--- src/rtl/dbg_instr_issue.sv ---
module dbg_instr_issue #(
  parameter int IW        = 32,
  parameter int IRW       = 4,
  parameter int CHW       = 5,
  parameter int SW        = 4,
  parameter logic [SW-1:0]  ST_TLR   = 4'hF,
  parameter logic [SW-1:0]  ST_RTI   = 4'hC,
  parameter logic [SW-1:0]  ST_CAPDR = 4'h6,
  parameter logic [SW-1:0]  ST_SHDR  = 4'h2,
  parameter logic [SW-1:0]  ST_UPDDR = 4'h5,
  parameter logic [IRW-1:0] IR_INT   = 4'b1100,
  parameter logic [IRW-1:0] IR_EXT   = 4'b0000,
  parameter logic [CHW-1:0] CH_LOAD  = 5'd4,
  parameter logic [CHW-1:0] CH_ALT   = 5'd5
) (
  input  logic           clk,
  input  logic           rst_n,
  input  logic [SW-1:0]  tap_state,
  input  logic [IRW-1:0] ir_code,
  input  logic [CHW-1:0] chain_sel,
  input  logic           tdi,
  output logic           tdo,
  input  logic           in_debug,
  input  logic           exec_en,
  input  logic           core_done,
  input  logic           sticky_abort,
  output logic           issue_valid,
  output logic [IW-1:0]  issue_instr,
  output logic           core_ready,
  output logic           misuse_flag
);

  logic [SW-1:0] prev_state;
  logic [IW-1:0] shreg;
  logic [IW-1:0] held;
  logic          ready_q;
  logic          valid_q;

  wire ir_ok     = (ir_code == IR_INT) || (ir_code == IR_EXT);
  wire load_path = ir_ok && (chain_sel == CH_LOAD);
  wire issue_ch  = (chain_sel == CH_LOAD) || (chain_sel == CH_ALT);
  wire gated     = in_debug && exec_en;
  wire gate_ok   = ready_q && !sticky_abort;
  wire load_ok   = !gated || gate_ok;
  wire rti_entry = (tap_state == ST_RTI) && (prev_state != ST_RTI);
  wire do_issue  = rti_entry && ir_ok && issue_ch && gated && gate_ok;

  always_ff @(posedge clk or negedge rst_n) begin
    if (!rst_n) prev_state <= ST_TLR;
    else        prev_state <= tap_state;
  end

  always_ff @(posedge clk or negedge rst_n) begin
    if (!rst_n) shreg <= '0;
    else if (load_path && tap_state == ST_CAPDR) shreg <= held;
    else if (load_path && tap_state == ST_SHDR)  shreg <= {tdi, shreg[IW-1:1]};
  end

  always_ff @(posedge clk or negedge rst_n) begin
    if (!rst_n) held <= '0;
    else if (load_path && tap_state == ST_UPDDR && load_ok) held <= shreg;
  end

  always_ff @(posedge clk or negedge rst_n) begin
    if (!rst_n) begin
      valid_q <= 1'b0;
      ready_q <= 1'b1;
    end else begin
      valid_q <= do_issue;
      if (do_issue)       ready_q <= 1'b0;
      else if (core_done) ready_q <= 1'b1;
    end
  end

  assign tdo         = shreg[0];
  assign issue_valid = valid_q;
  assign issue_instr = held;
  assign core_ready  = ready_q;
  assign misuse_flag = exec_en && !in_debug;

  a_r4_one_pulse: assert property (@(posedge clk) disable iff (!rst_n)
    issue_valid |=> !issue_valid);
  a_r4_on_entry: assert property (@(posedge clk) disable iff (!rst_n)
    issue_valid |-> ($past(tap_state) == ST_RTI) && ($past(prev_state) != ST_RTI));
  a_r7_ready_drop: assert property (@(posedge clk) disable iff (!rst_n)
    issue_valid |-> !core_ready);
  a_r6_enable: assert property (@(posedge clk) disable iff (!rst_n)
    issue_valid |-> $past(exec_en) && $past(in_debug));
  a_r8_abort: assert property (@(posedge clk) disable iff (!rst_n)
    issue_valid |-> !$past(sticky_abort));
  a_r5_chain: assert property (@(posedge clk) disable iff (!rst_n)
    issue_valid |-> ($past(chain_sel) == CH_LOAD) || ($past(chain_sel) == CH_ALT));
  a_r3_hold: assert property (@(posedge clk) disable iff (!rst_n)
    (tap_state != ST_UPDDR) |=> $stable(issue_instr));

endmodule

--- config.mk ---
export PLATFORM = sky130hd
export DESIGN_NAME = dbg_instr_issue
export DESIGN_NICKNAME = d
export VERILOG_FILES = /design/src/rtl/dbg_instr_issue.sv
export SDC_FILE = /design/constraint.sdc
export NUM_CORES = 1
export LEC_CHECK = 0
export BUFFER_PORTS_ARGS = -buffer_cell sky130_fd_sc_hd__buf_2
export CORE_MARGIN = 2
export CORE_UTILIZATION = 51
export CTS_BUF_LIST = sky130_fd_sc_hd__clkbuf_4
export DETAILED_ROUTE_END_ITERATION = 10
export MAX_ROUTING_LAYER = met4
export PLACE_DENSITY = 0.78
export SLEW_MARGIN = 30
export SYNTH_ARGS = -nofsm -noshare
export SYNTH_HDL_FRONTEND = slang
export SYNTH_SLANG_ARGS = --single-unit
export TNS_END_PERCENT = 30
--- constraint.sdc ---
create_clock -name clk -period 1.5 [get_ports clk]
set_input_delay 0.15 -clock clk [delete_from_list [all_inputs] [get_ports clk]]
set_output_delay 0.15 -clock clk [all_outputs]
set_load 0.05 [all_outputs]
# Word-level counts from Yosys, hierarchy flattened
# Index checks and enable logic that the tools add are counted.
# word_totals
regBits,70
inputBits,20
out_inout_bits,36
elab_cells,39
# classes
n_eq_ne,8
muxes,4
reduce_logical,22
# op_table
cell,count
$mux W32,2
$logic_and A1 B1 Y1,13
$eq A5 B3 Y1 const B,2
$eq A4 B3 Y1 const B,2
$eq A4 B4 Y1 const B,2
$eq A4 B2 Y1 const B,1
$logic_not A4 Y1,1
$ne A4 B4 Y1 const B,1
$reduce_bool A2 Y1,2
$logic_not A1 Y1,3
$logic_or A1 B1 Y1,3
$mux W1,2

# Depth between registers and ports, before layout
# logic_depth
depth_word,7
depth_mapped,5
mapped_depth_nobuf,4

# Worst setup path before layout
# Ideal clock, no wire load.
# synth_timing
path_kind,reg-to-reg
startpoint,"register ready_q, in the netlist core_ready"
endpoint,"register held[10], in the netlist issue_instr[10]"
setup_ns,0.127
arrival_time_ns,1.700
required_time_ns,1.373
path_slack_ns,-0.328
stages_incl_launch_ff,6
path_buffers,1
period_less_slack_ns,1.828
cell_sequence,dfstp_2 nor2b_1 o21ai_1 nor3_4 buf_6 mux2_1
# synth_between
elab_chain_cells,3
# synth_rtl
item,line_no,source
start: declaration,36,logic ready_q;
start signal: assignment,67,ready_q <= 1'b1;
start signal: assignment,70,if (do_issue) ready_q <= 1'b0;
start signal: assignment,71,else if (core_done) ready_q <= 1'b1;
$logic_and A1 B1 Y1,43,wire gate_ok = ready_q && !sticky_abort;
$logic_or A1 B1 Y1,44,wire load_ok = !gated || gate_ok;
$logic_and A1 B1 Y1,61,else if (load_path && tap_state == ST_UPDDR && load_ok) held <= shreg;
end signal: assignment,61,
end: declaration,35,logic [IW-1:0] held;
# No other way between the ends.
# A chain may end at the register's enable or synchronous reset.

# Final worst setup path
# Same ends and word-level chain as after synthesis.

==> results.toml <==
[setup_path]
start_kind = "flop"
timing.rr.end = "issue_instr[10]"
critPathMaxFanout = 32
r2r_setup_slack_ns = -0.14
end_kind = "flop"
r2r_start = "core_ready"
ff2ff_path_depth = 5
crit_arrival_ns = 1.92
critPathKind = "reg -> reg"
crit_required_ns = 1.77
startpoint = "core_ready"

[timing]
hold_viol_final = 0
rsz0062_at_grt = "yes"
max_freq_mhz = 608.2
whs_ns = 0.05833
fin_ws_ns = -0.1443
period_needed_ns = 1.644
slew_violations = 0
finalSetupViolCount = 32
final.setup.tns_ns = -3.987
tightest_slew_ns = 0.5713
fin_skew_ns = 0.009351
relSlewSlack_pct = 61.91
period_share_pct = 109.6

[yosys]
synth_top_cell_by_area = "dfrtp_1"
ys_ff_latch = 70
synth.avg_cell_area_um2 = 12.66
synth_area_leaders = "dfrtp_1, mux2_1, mux2i_1"
ys_types = 20
synth_top_area_share_pct = 55.63
netlist_area_um2 = 2924
syn_nets = 251
postSynthCellCount = 231
ys_seq_area_share_pct = 60.12
synth-warning-count = 0

[layout]
finalNonFillerCells = 377
fill_cells = 443
register_area_um2 = 1758
fin_nets = 322
area_growth_pct = 21.01
n_antenna_cell = 0
drive_above_1_share_pct = 28.52
finish.utilization_pct = 64.26
multiInputGateArea_um2 = 1105

[placement]
dp_cells = 356
io_buffers = 55
dp_hpwl_um = 3451
gp_congestion = 0.7522

[global_route]
grt_max_degree = 65
grt_pass1_wl_um = 9142
grt_pass1_vias = 1997
antenna_found_initial = 0
grt_overflow = 0
groute.usage.overall_pct = 19.42

[power_and_ir_drop]
power_density_nw_per_um2 = 893.9
vdd_ir_drop_max_mv = 0.5327
p_leak_nw = 1.868

[clock_tree]
htree_levels = 3
clock-root-buffer = "clkbuf_4"
cts_setup_buffers = 0
cts.clk_slew.worst_paths_ns = 0.10
cts_made_buffers = 9
cts_num_sinks = 70
worst_skew_pair.late_latency_ns = 0.39
cts_max_path_buffers = 2
cts_tree = "built"

[drt]
avgViaCountPerCell = 5.178
drt-initial-drc-count = 81
vias = 1952
wl_per_cell_um = 14.07
drtAntennaViolNets = 0
routed_wl_um = 5303
drtPass1Iterations = 4
drc = 0

[floorplan]
die-area_um2 = 6355
die_h_um = 79.72
die_x_um = 79.72
rows = 27
core_area_um2 = 5507
ios = 56
initial_core_util_pct = 53.10

[status]
outcome = "complete, but fails checks"
violations = "negative setup slack"

[worst_hold_path]
worst_hold_path.num_cells = 3
hp-start = "tdi"
hold_class = "in -> reg"
hold_end = "shreg[31]"

[flow_run]
cap_violations = 0
==> flip-flops by register name, summed over array words and instances, names as in the netlist <==
register     flops
issue_valid      1
issue_instr     32
core_ready       1
prev_state       4
shreg           32
==> per-stage QoR <==
stage          cell area (um2)  setup WS [ns]  power [mW]
2_1_floorplan             2935        -0.2962       1.995
3_3_place_gp              3348        -0.2182       2.085
3_5_place_dp              3348        -0.2743       2.088
4_1_cts                   3538        -0.1606       3.211
5_1_grt                   3538        -0.2165       3.313
6_report                  3538        -0.1443       3.163
==> cells by family (layout without fill, tap and decap cells) <==
| logic type | count (synthesis) | count (layout) | synth area share (%) |
|---|---|---|---|
| DFF | 70 | 70 | 60.12 |
| muxes | 64 | 64 | 23.28 |
| and+or+nand+nor | 50 | 50 | 8.173 |
| AOI/OAI and AO/OA | 33 | 33 | 5.648 |
| buffers and inverters | 13 | 87 | 2.481 |
| xor gates and xnor gates | 1 | 1 | 0.2996 |
==> repair_timing <==
action,in CTS,in global routing
endpoints found under the hold margin,50,0
gates resized for setup,0,0
hold buffers,7,0
endpoints found under the setup margin,32,32
==> synthesized netlist by cell type, drive strengths merged <==
cell type / n
dfrtp: 65
nand2: 36
o21ai: 33
mux2: 32
mux2i: 32
clkbuf: 9
dfstp: 5
buf: 4
nor2: 3
nor2b: 3
nor3: 2
nor4: 2
nand3b: 1
nand4: 1
nand4bb: 1
nor4b: 1
xnor2: 1
==> critical path: stages (launching register included) <==
cell	delay, ns
dfstp_2	0.54
nor2b_4	0.15
o21ai_2	0.08
nor3_4	0.15
buf_12	0.25
mux2_1	0.36
==> layout make-up <==
| cell class | instances | area share [%] |
|---|---|---|
| clock inverter | 3 | 1.061 |
| tap | 72 | 2.546 |
| sequential | 70 | 49.68 |
| timing repair buffer | 73 | 13.15 |
| multi-input combinational | 148 | 31.22 |
| clock buffer | 11 | 2.334 |
==> worst max path at each step <==
stage	end	slack (ns)	cells past startpoint
final	issue_instr[10]	-0.14	5
after CTS	issue_instr[10]	-0.16	5
after global placement	issue_instr[7]	-0.22	6
after floorplan	issue_instr[10]	-0.30	5
after global routing	issue_instr[14]	-0.22	5
after detailed placement	issue_instr[10]	-0.27	6
==> power breakdown <==
part,total [mW],internal [mW],switching (mW)
Sequential,1.90,1.90,0.00151
Combinational,0.165,0.0737,0.0912
Clock,1.10,0.519,0.582
==> layer usage <==
layer | global-route usage, % | up-vias | routed length, um
li1 | - | 947 | -
met1 | 24.35 | 947 | 2343
met2 | 30.25 | 49 | 2639
met3 | 4.186 | 9 | 237
met4 | 9.310 | 0 | 82
met5 | - | - | 0
==> cells in the final DEF, fill, tap and decap left out <==
cell / instances
dlygate4sd3_1: 7
nand4bb_1: 1
mux2i_1: 32
buf_12: 3
nor4b_2: 1
nor3_1: 1
nand3b_1: 1
o21ai_2: 1
dfrtp_1: 65
clkinv_1: 2
nor2b_4: 1
o21ai_0: 22
xnor2_1: 1
bufinv_16: 1
nor3_4: 1
nor4_1: 2
nand4_1: 1
nor2_1: 3
nor2b_1: 2
nand2_1: 36
o21ai_1: 10
dfstp_2: 5
buf_4: 8
clkbuf_4: 11
buf_2: 55
mux2_1: 32
Note: power is estimated with default switching activity, not from simulation.
